**config.mk**
```make
export PLATFORM = sky130hd
export DESIGN_NAME = dbg_hit_qualify
export DESIGN_NICKNAME = d
export VERILOG_FILES = /design/src/rtl/dbgq_pkg.sv /design/src/rtl/dbgq_state_check.sv /design/src/rtl/dbgq_ctx_pick.sv /design/src/rtl/dbgq_ctx_match.sv /design/src/rtl/dbg_hit_qualify.sv
export SDC_FILE = /design/constraint.sdc
export NUM_CORES = 1
export LEC_CHECK = 0
export BUFFER_PORTS_ARGS = -buffer_cell sky130_fd_sc_hd__buf_2
export CAP_MARGIN = 25
export CORE_AREA = 2 2 90 92
export CTS_CLUSTER_DIAMETER = 60
export DETAILED_ROUTE_END_ITERATION = 12
export DIE_AREA = 0 0 92 94
export PLACE_DENSITY = 0.68
export SYNTH_ARGS = -nofsm -noshare
export SYNTH_HDL_FRONTEND = slang
export SYNTH_HIERARCHICAL = 1
export SYNTH_SLANG_ARGS = --single-unit
```
**constraint.sdc**
```tcl
create_clock -name clk -period 0.8 [get_ports clk]
set_clock_uncertainty 0.2 [all_clocks]
set_input_delay 0.04 -clock clk [delete_from_list [all_inputs] [get_ports clk]]
set_output_delay 0.04 -clock clk [all_outputs]
set_load 0.005 [all_outputs]
```
**src/rtl/dbgq_pkg.sv**
```systemverilog
`timescale 1ns/1ps
package dbgq_pkg;

  localparam logic [3:0] CTX_T_CUR = 4'd3;
  localparam logic [3:0] CTX_T_L1  = 4'd7;
  localparam logic [3:0] CTX_T_L2  = 4'd13;

  typedef enum logic [1:0] {
    SRC_NONE = 2'd0,
    SRC_L1   = 2'd1,
    SRC_L2   = 2'd2
  } ctx_src_e;

  // security selector decode
  function automatic logic sec_match(input logic [1:0] sel, input logic is_sec);
    case (sel)
      2'd0:    return 1'b1;
      2'd2:    return is_sec;
      default: return ~is_sec;
    endcase
  endfunction

  // level the privilege check is made at
  function automatic logic [1:0] access_level(input logic [1:0] lvl,
                                              input logic watch,
                                              input logic unpriv);
    return (watch && unpriv) ? 2'd0 : lvl;
  endfunction

  function automatic logic priv_match(input logic [1:0] lvl,
                                      input logic hm,
                                      input logic [1:0] pac);
    case (lvl)
      2'd0:    return pac[1];
      2'd1:    return pac[0];
      default: return hm;
    endcase
  endfunction

  // which context ID a linked entry compares against
  function automatic ctx_src_e ctx_source(input logic [3:0] ty,
                                          input logic [1:0] lvl,
                                          input logic host,
                                          input logic trap);
    if (ty == CTX_T_L1) return SRC_L1;
    if (ty == CTX_T_L2) return SRC_L2;
    if (ty != CTX_T_CUR) return SRC_NONE;
    case (lvl)
      2'd3: return SRC_NONE;
      2'd2: return host ? SRC_L2 : SRC_NONE;
      2'd1: return SRC_L1;
      default: return (host && trap) ? SRC_L2 : SRC_L1;
    endcase
  endfunction

endpackage

```
**src/rtl/dbgq_state_check.sv**
```systemverilog
`timescale 1ns/1ps
module dbgq_state_check
  import dbgq_pkg::*;
(
  input  logic [1:0] sec_sel,
  input  logic       secure,
  input  logic       hmode_en,
  input  logic [1:0] priv_ctl,
  input  logic [1:0] cur_lvl,
  input  logic       is_watch,
  input  logic       unpriv_acc,
  output logic       sec_ok,
  output logic       priv_ok
);

  logic [1:0] acc_lvl;

  always_comb begin
    acc_lvl = access_level(cur_lvl, is_watch, unpriv_acc);
    sec_ok  = sec_match(sec_sel, secure);
    priv_ok = priv_match(acc_lvl, hmode_en, priv_ctl);
  end

endmodule

```
**src/rtl/dbgq_ctx_pick.sv**
```systemverilog
`timescale 1ns/1ps
module dbgq_ctx_pick #(
  parameter int NUM_CMP = 16,
  parameter int NUM_CTX = 4,
  parameter int CID_W   = 32,
  localparam int IDX_W  = (NUM_CMP > 1) ? $clog2(NUM_CMP) : 1,
  localparam int BASE   = NUM_CMP - NUM_CTX
) (
  input  logic [IDX_W-1:0]       link_idx,
  input  logic [NUM_CTX-1:0]     ctx_en,
  input  logic [4*NUM_CTX-1:0]   ctx_type,
  input  logic [CID_W*NUM_CTX-1:0] ctx_val,
  output logic                   idx_ok,
  output logic                   sel_en,
  output logic [3:0]             sel_type,
  output logic [CID_W-1:0]       sel_val
);

  logic [NUM_CTX-1:0] onehot;

  for (genvar k = 0; k < NUM_CTX; k++) begin : g_dec
    assign onehot[k] = (int'(link_idx) == BASE + k);
  end

  always_comb begin
    idx_ok   = (int'(link_idx) >= BASE) && (int'(link_idx) < NUM_CMP);
    sel_en   = 1'b0;
    sel_type = '0;
    sel_val  = '0;
    for (int k = 0; k < NUM_CTX; k++) begin
      if (onehot[k]) begin
        sel_en   = sel_en   | ctx_en[k];
        sel_type = sel_type | ctx_type[4*k +: 4];
        sel_val  = sel_val  | ctx_val[CID_W*k +: CID_W];
      end
    end
  end

endmodule

```
**src/rtl/dbgq_ctx_match.sv**
```systemverilog
`timescale 1ns/1ps
module dbgq_ctx_match
  import dbgq_pkg::*;
#(
  parameter int CID_W = 32
) (
  input  logic [3:0]       sel_type,
  input  logic [CID_W-1:0] sel_val,
  input  logic [1:0]       cur_lvl,
  input  logic             host_ext,
  input  logic             trap_gen,
  input  logic [CID_W-1:0] cid_l1,
  input  logic [CID_W-1:0] cid_l2,
  output logic             ctx_ok
);

  ctx_src_e src;

  always_comb begin
    src = ctx_source(sel_type, cur_lvl, host_ext, trap_gen);
    case (src)
      SRC_L1:  ctx_ok = (sel_val == cid_l1);
      SRC_L2:  ctx_ok = (sel_val == cid_l2);
      default: ctx_ok = 1'b0;
    endcase
  end

endmodule

```
**src/rtl/dbg_hit_qualify.sv**
```systemverilog
`timescale 1ns/1ps
module dbg_hit_qualify #(
  parameter int NUM_CMP = 16,
  parameter int NUM_CTX = 4,
  localparam int CID_W  = 32,
  localparam int IDX_W  = (NUM_CMP > 1) ? $clog2(NUM_CMP) : 1
) (
  input  logic                     clk,
  input  logic                     rst_n,
  input  logic                     hit_in,
  input  logic                     is_watch,
  input  logic                     unpriv_acc,
  input  logic [1:0]               sec_sel,
  input  logic                     hmode_en,
  input  logic [1:0]               priv_ctl,
  input  logic                     link_en,
  input  logic [IDX_W-1:0]         link_idx,
  input  logic [1:0]               cur_lvl,
  input  logic                     secure,
  input  logic [NUM_CTX-1:0]       ctx_en,
  input  logic [4*NUM_CTX-1:0]     ctx_type,
  input  logic [CID_W*NUM_CTX-1:0] ctx_val,
  input  logic [CID_W-1:0]         cid_l1,
  input  logic [CID_W-1:0]         cid_l2,
  input  logic                     host_ext,
  input  logic                     trap_gen,
  output logic                     qual_hit
);

  initial begin
    if (NUM_CTX < 1 || NUM_CTX > NUM_CMP)
      $error("dbg_hit_qualify: NUM_CTX must be in 1..NUM_CMP");
  end

  // named internal events, visible to the checker
  logic             w_sec_ok;
  logic             w_priv_ok;
  logic             w_idx_ok;
  logic             w_sel_en;
  logic [3:0]       w_sel_type;
  logic [CID_W-1:0] w_sel_val;
  logic             w_ctx_ok;
  logic             w_link_ok;
  logic             w_qual_d;

  dbgq_state_check u_state (
    .sec_sel    (sec_sel),
    .secure     (secure),
    .hmode_en   (hmode_en),
    .priv_ctl   (priv_ctl),
    .cur_lvl    (cur_lvl),
    .is_watch   (is_watch),
    .unpriv_acc (unpriv_acc),
    .sec_ok     (w_sec_ok),
    .priv_ok    (w_priv_ok)
  );

  dbgq_ctx_pick #(
    .NUM_CMP (NUM_CMP),
    .NUM_CTX (NUM_CTX),
    .CID_W   (CID_W)
  ) u_pick (
    .link_idx (link_idx),
    .ctx_en   (ctx_en),
    .ctx_type (ctx_type),
    .ctx_val  (ctx_val),
    .idx_ok   (w_idx_ok),
    .sel_en   (w_sel_en),
    .sel_type (w_sel_type),
    .sel_val  (w_sel_val)
  );

  dbgq_ctx_match #(
    .CID_W (CID_W)
  ) u_match (
    .sel_type (w_sel_type),
    .sel_val  (w_sel_val),
    .cur_lvl  (cur_lvl),
    .host_ext (host_ext),
    .trap_gen (trap_gen),
    .cid_l1   (cid_l1),
    .cid_l2   (cid_l2),
    .ctx_ok   (w_ctx_ok)
  );

  assign w_link_ok = ~link_en | (w_idx_ok & w_sel_en & w_ctx_ok);
  assign w_qual_d  = hit_in & w_sec_ok & w_priv_ok & w_link_ok;

  always_ff @(posedge clk or negedge rst_n) begin
    if (!rst_n) qual_hit <= 1'b0;
    else        qual_hit <= w_qual_d;
  end

endmodule

```
==> metrics.txt <==
num ports=233; most frequent cell after synthesis=mux2i_1; Hold WC Path Type=in2reg; final WL=8600 um; Hold Violations, Final=0; FILL cells=763; status=finished with violations; Starting DRT DRC Count=43; number of flip-flops in the largest register=1; Largest regs=qual_hit: 1 flops; GR Util All Layers=17.9%; Post-Synth XOR/XNOR Area=13.8%; Routed WL per cell=15.0 um; ys flop type=dfrtp_1; share of flip-flops with an asynchronous set or reset=100%; DIE AREA=8650 um2; row cnt=32; global-route wire length before repair=12700 um; grt total ovfl=0; type of origin of the critical path=input pin; Tcrit/Tclk final=385%; simple-gate share of the synthesized area=7.71%; clock-pin slew on the worst setup and hold paths=0 ns; Port Buffer Count=232; placed cell area=3300 um2; Synth top area share=52.3%; compound-cell area share of the yosys netlist=14.2%; Setup CP Type=in2reg; Non-Filler Instances=573; commonest cells in the netlist=mux2i_1 (106), o22ai_1 (38), xnor2_1 (28); largest net degree at the start of global routing=47; Slew Viols, Final=0; adder-cell area share of the yosys netlist=0.617%; Tmin final=3.08 ns; Nets=706; Syn Inst Count=229; CP max FO=7; pre-CTS WS=-2.46 ns; critical path capture point type=register; relative slew slack=50.9%; Power Dens Cells=448 nW/um2; Peak VDD IR=0.186 mV; DR pass1 iterations=4; placed insts=563; Syn Area/Cell=8.86 um2; area grow syn2layout=79.0%; Final setup violation count=1; RSZ-0062 raised after global routing=yes; GP Congestion=0.829; number of flops mapped to enable cells by yosys=0; sequential area share after synthesis=1.23%; setup slack after layout=-2.28 ns; Leak=1.83 nW; net count after synthesis=462; fmax=324 MHz; Syn. warnings=6; Die W=92 um; layout cells sized above 1=60.5%; hpwl dp=7250 um; mux contribution to synthesized area=52.3%; initial antenna violation count=0; number of vias per cell=4.80; ant diodes=0; Yosys reg bits=1; via count=2753; number of global-route vias before repair=2745; Core ar.=7610 um2; DIE HEIGHT=94 um; Yosys top cell by area=mux2i_1; Initial Utilization=26.7%; main combinational cell family by area after synthesis=multiplexers; max_cap viols=0; failing checks=setup timing; mapped cell area=2030 um2; drt drc=0; Critical Path AT=2.81 ns; Finished Cell Area=3630 um2; largest cells by area after synthesis=mux2i_1 (52%), xnor2_1 (12%), o22ai_1 (12%); Routed Antenna Nets=0; Most flops, register=qual_hit; Cell variety after synth=31; slew at the pin closest to its max-slew limit=0.737 ns; CP required=0.53 ns
## layout by cell type (no fill, tap or decap), drive strengths merged, types with 3 or more instances in the layout
cell / synthesis / layout
nand3: 4 / 4
xnor2: 28 / 28
mux2i: 106 / 106
xor2: 4 / 4
o22ai: 38 / 38
nor4: 6 / 6
a31oi: 3 / 3
buf: 18 / 259
## area by class of cell
class / instances / area [um2] / share of cell area, %
inverters: 1 / 3.75 / 0.103
well taps: 102 / 128 / 3.52
repair buffers: 260 / 1500 / 41.4
flip-flops and latches: 1 / 25.0 / 0.689
multi-input cells: 209 / 1970 / 54.3
## timing repair
action,in CTS,in global routing
hold buffers,1,0
gates cloned,2,0
setup buffers,5,2
hold endpoints to repair,1,0
pin swaps,10,8
resized for setup,20,16
endpoints found under the setup margin,1,1
## path summary, 6_finish.rpt
path | from | endpoint | slack, ns | depth (start not counted)
min in group asynchronous | rst_n | qual_hit | 0.18 | 2
max | link_idx[1] | qual_hit | -2.28 | 16
min | link_en | qual_hit | 0.02 | 2
max in group asynchronous | rst_n | qual_hit | 0.14 | 2
## metal layers
layer / GRT usage [%] / wire [um] / vias up
met3: 1.61 / 542 / 2
met1: 20.4 / 3300 / 1260
li1: - / - / 1380
met4: 0.249 / 10 / 0
met2: 37.6 / 4750 / 111
met5: 0 / 0 / -
## through the flow
step	TNS, ns	total power [mW]	hold WS [ns]	util [%]
5_1_grt	-2.47	1.76	0.0383	47.7
3_5_place_dp	-2.46	1.51	-0.381	43.4
4_1_cts	-2.29	1.58	0.0176	46.3
6_report	-2.28	1.63	0.0178	47.7
3_3_place_gp	-2.43	1.47	-0.383	43.4
2_1_floorplan	-2.12	0.819	-0.456	-
## where the power goes
group / leakage, nW / internal (mW) / switching (mW) / total, mW
clock network: 0 / 0 / 0 / 0
registers: 0.0137 / 0.0535 / 0.000514 / 0.0540
logic: 1.82 / 0.908 / 0.663 / 1.57
## cell families after synthesis
| kind of cell | Yosys count |
|---|---|
| AO/OA/AOI/OAI | 46 |
| XOR/XNOR | 32 |
| adder cells (fa/ha/maj) | 1 |
| buffers and inverters | 19 |
| flip-flops | 1 |
| multiplexers | 106 |
| AND/OR/NAND/NOR | 24 |
## worst max-delay path, stage by stage
cell	delay, ns
buf_12	0.11
buf_12	0.11
mux2i_4	0.22
o22ai_2	0.12
buf_4	0.15
o211ai_1	0.27
ha_4	0.26
buf_12	0.12
buf_16	0.12
mux2i_2	0.21
xor2_1	0.15
nand4_1	0.11
or3_4	0.40
nor3_4	0.20
nand3_2	0.10
a21oi_2	0.11
No activity file was read; power rests on OpenSTA's default activity.
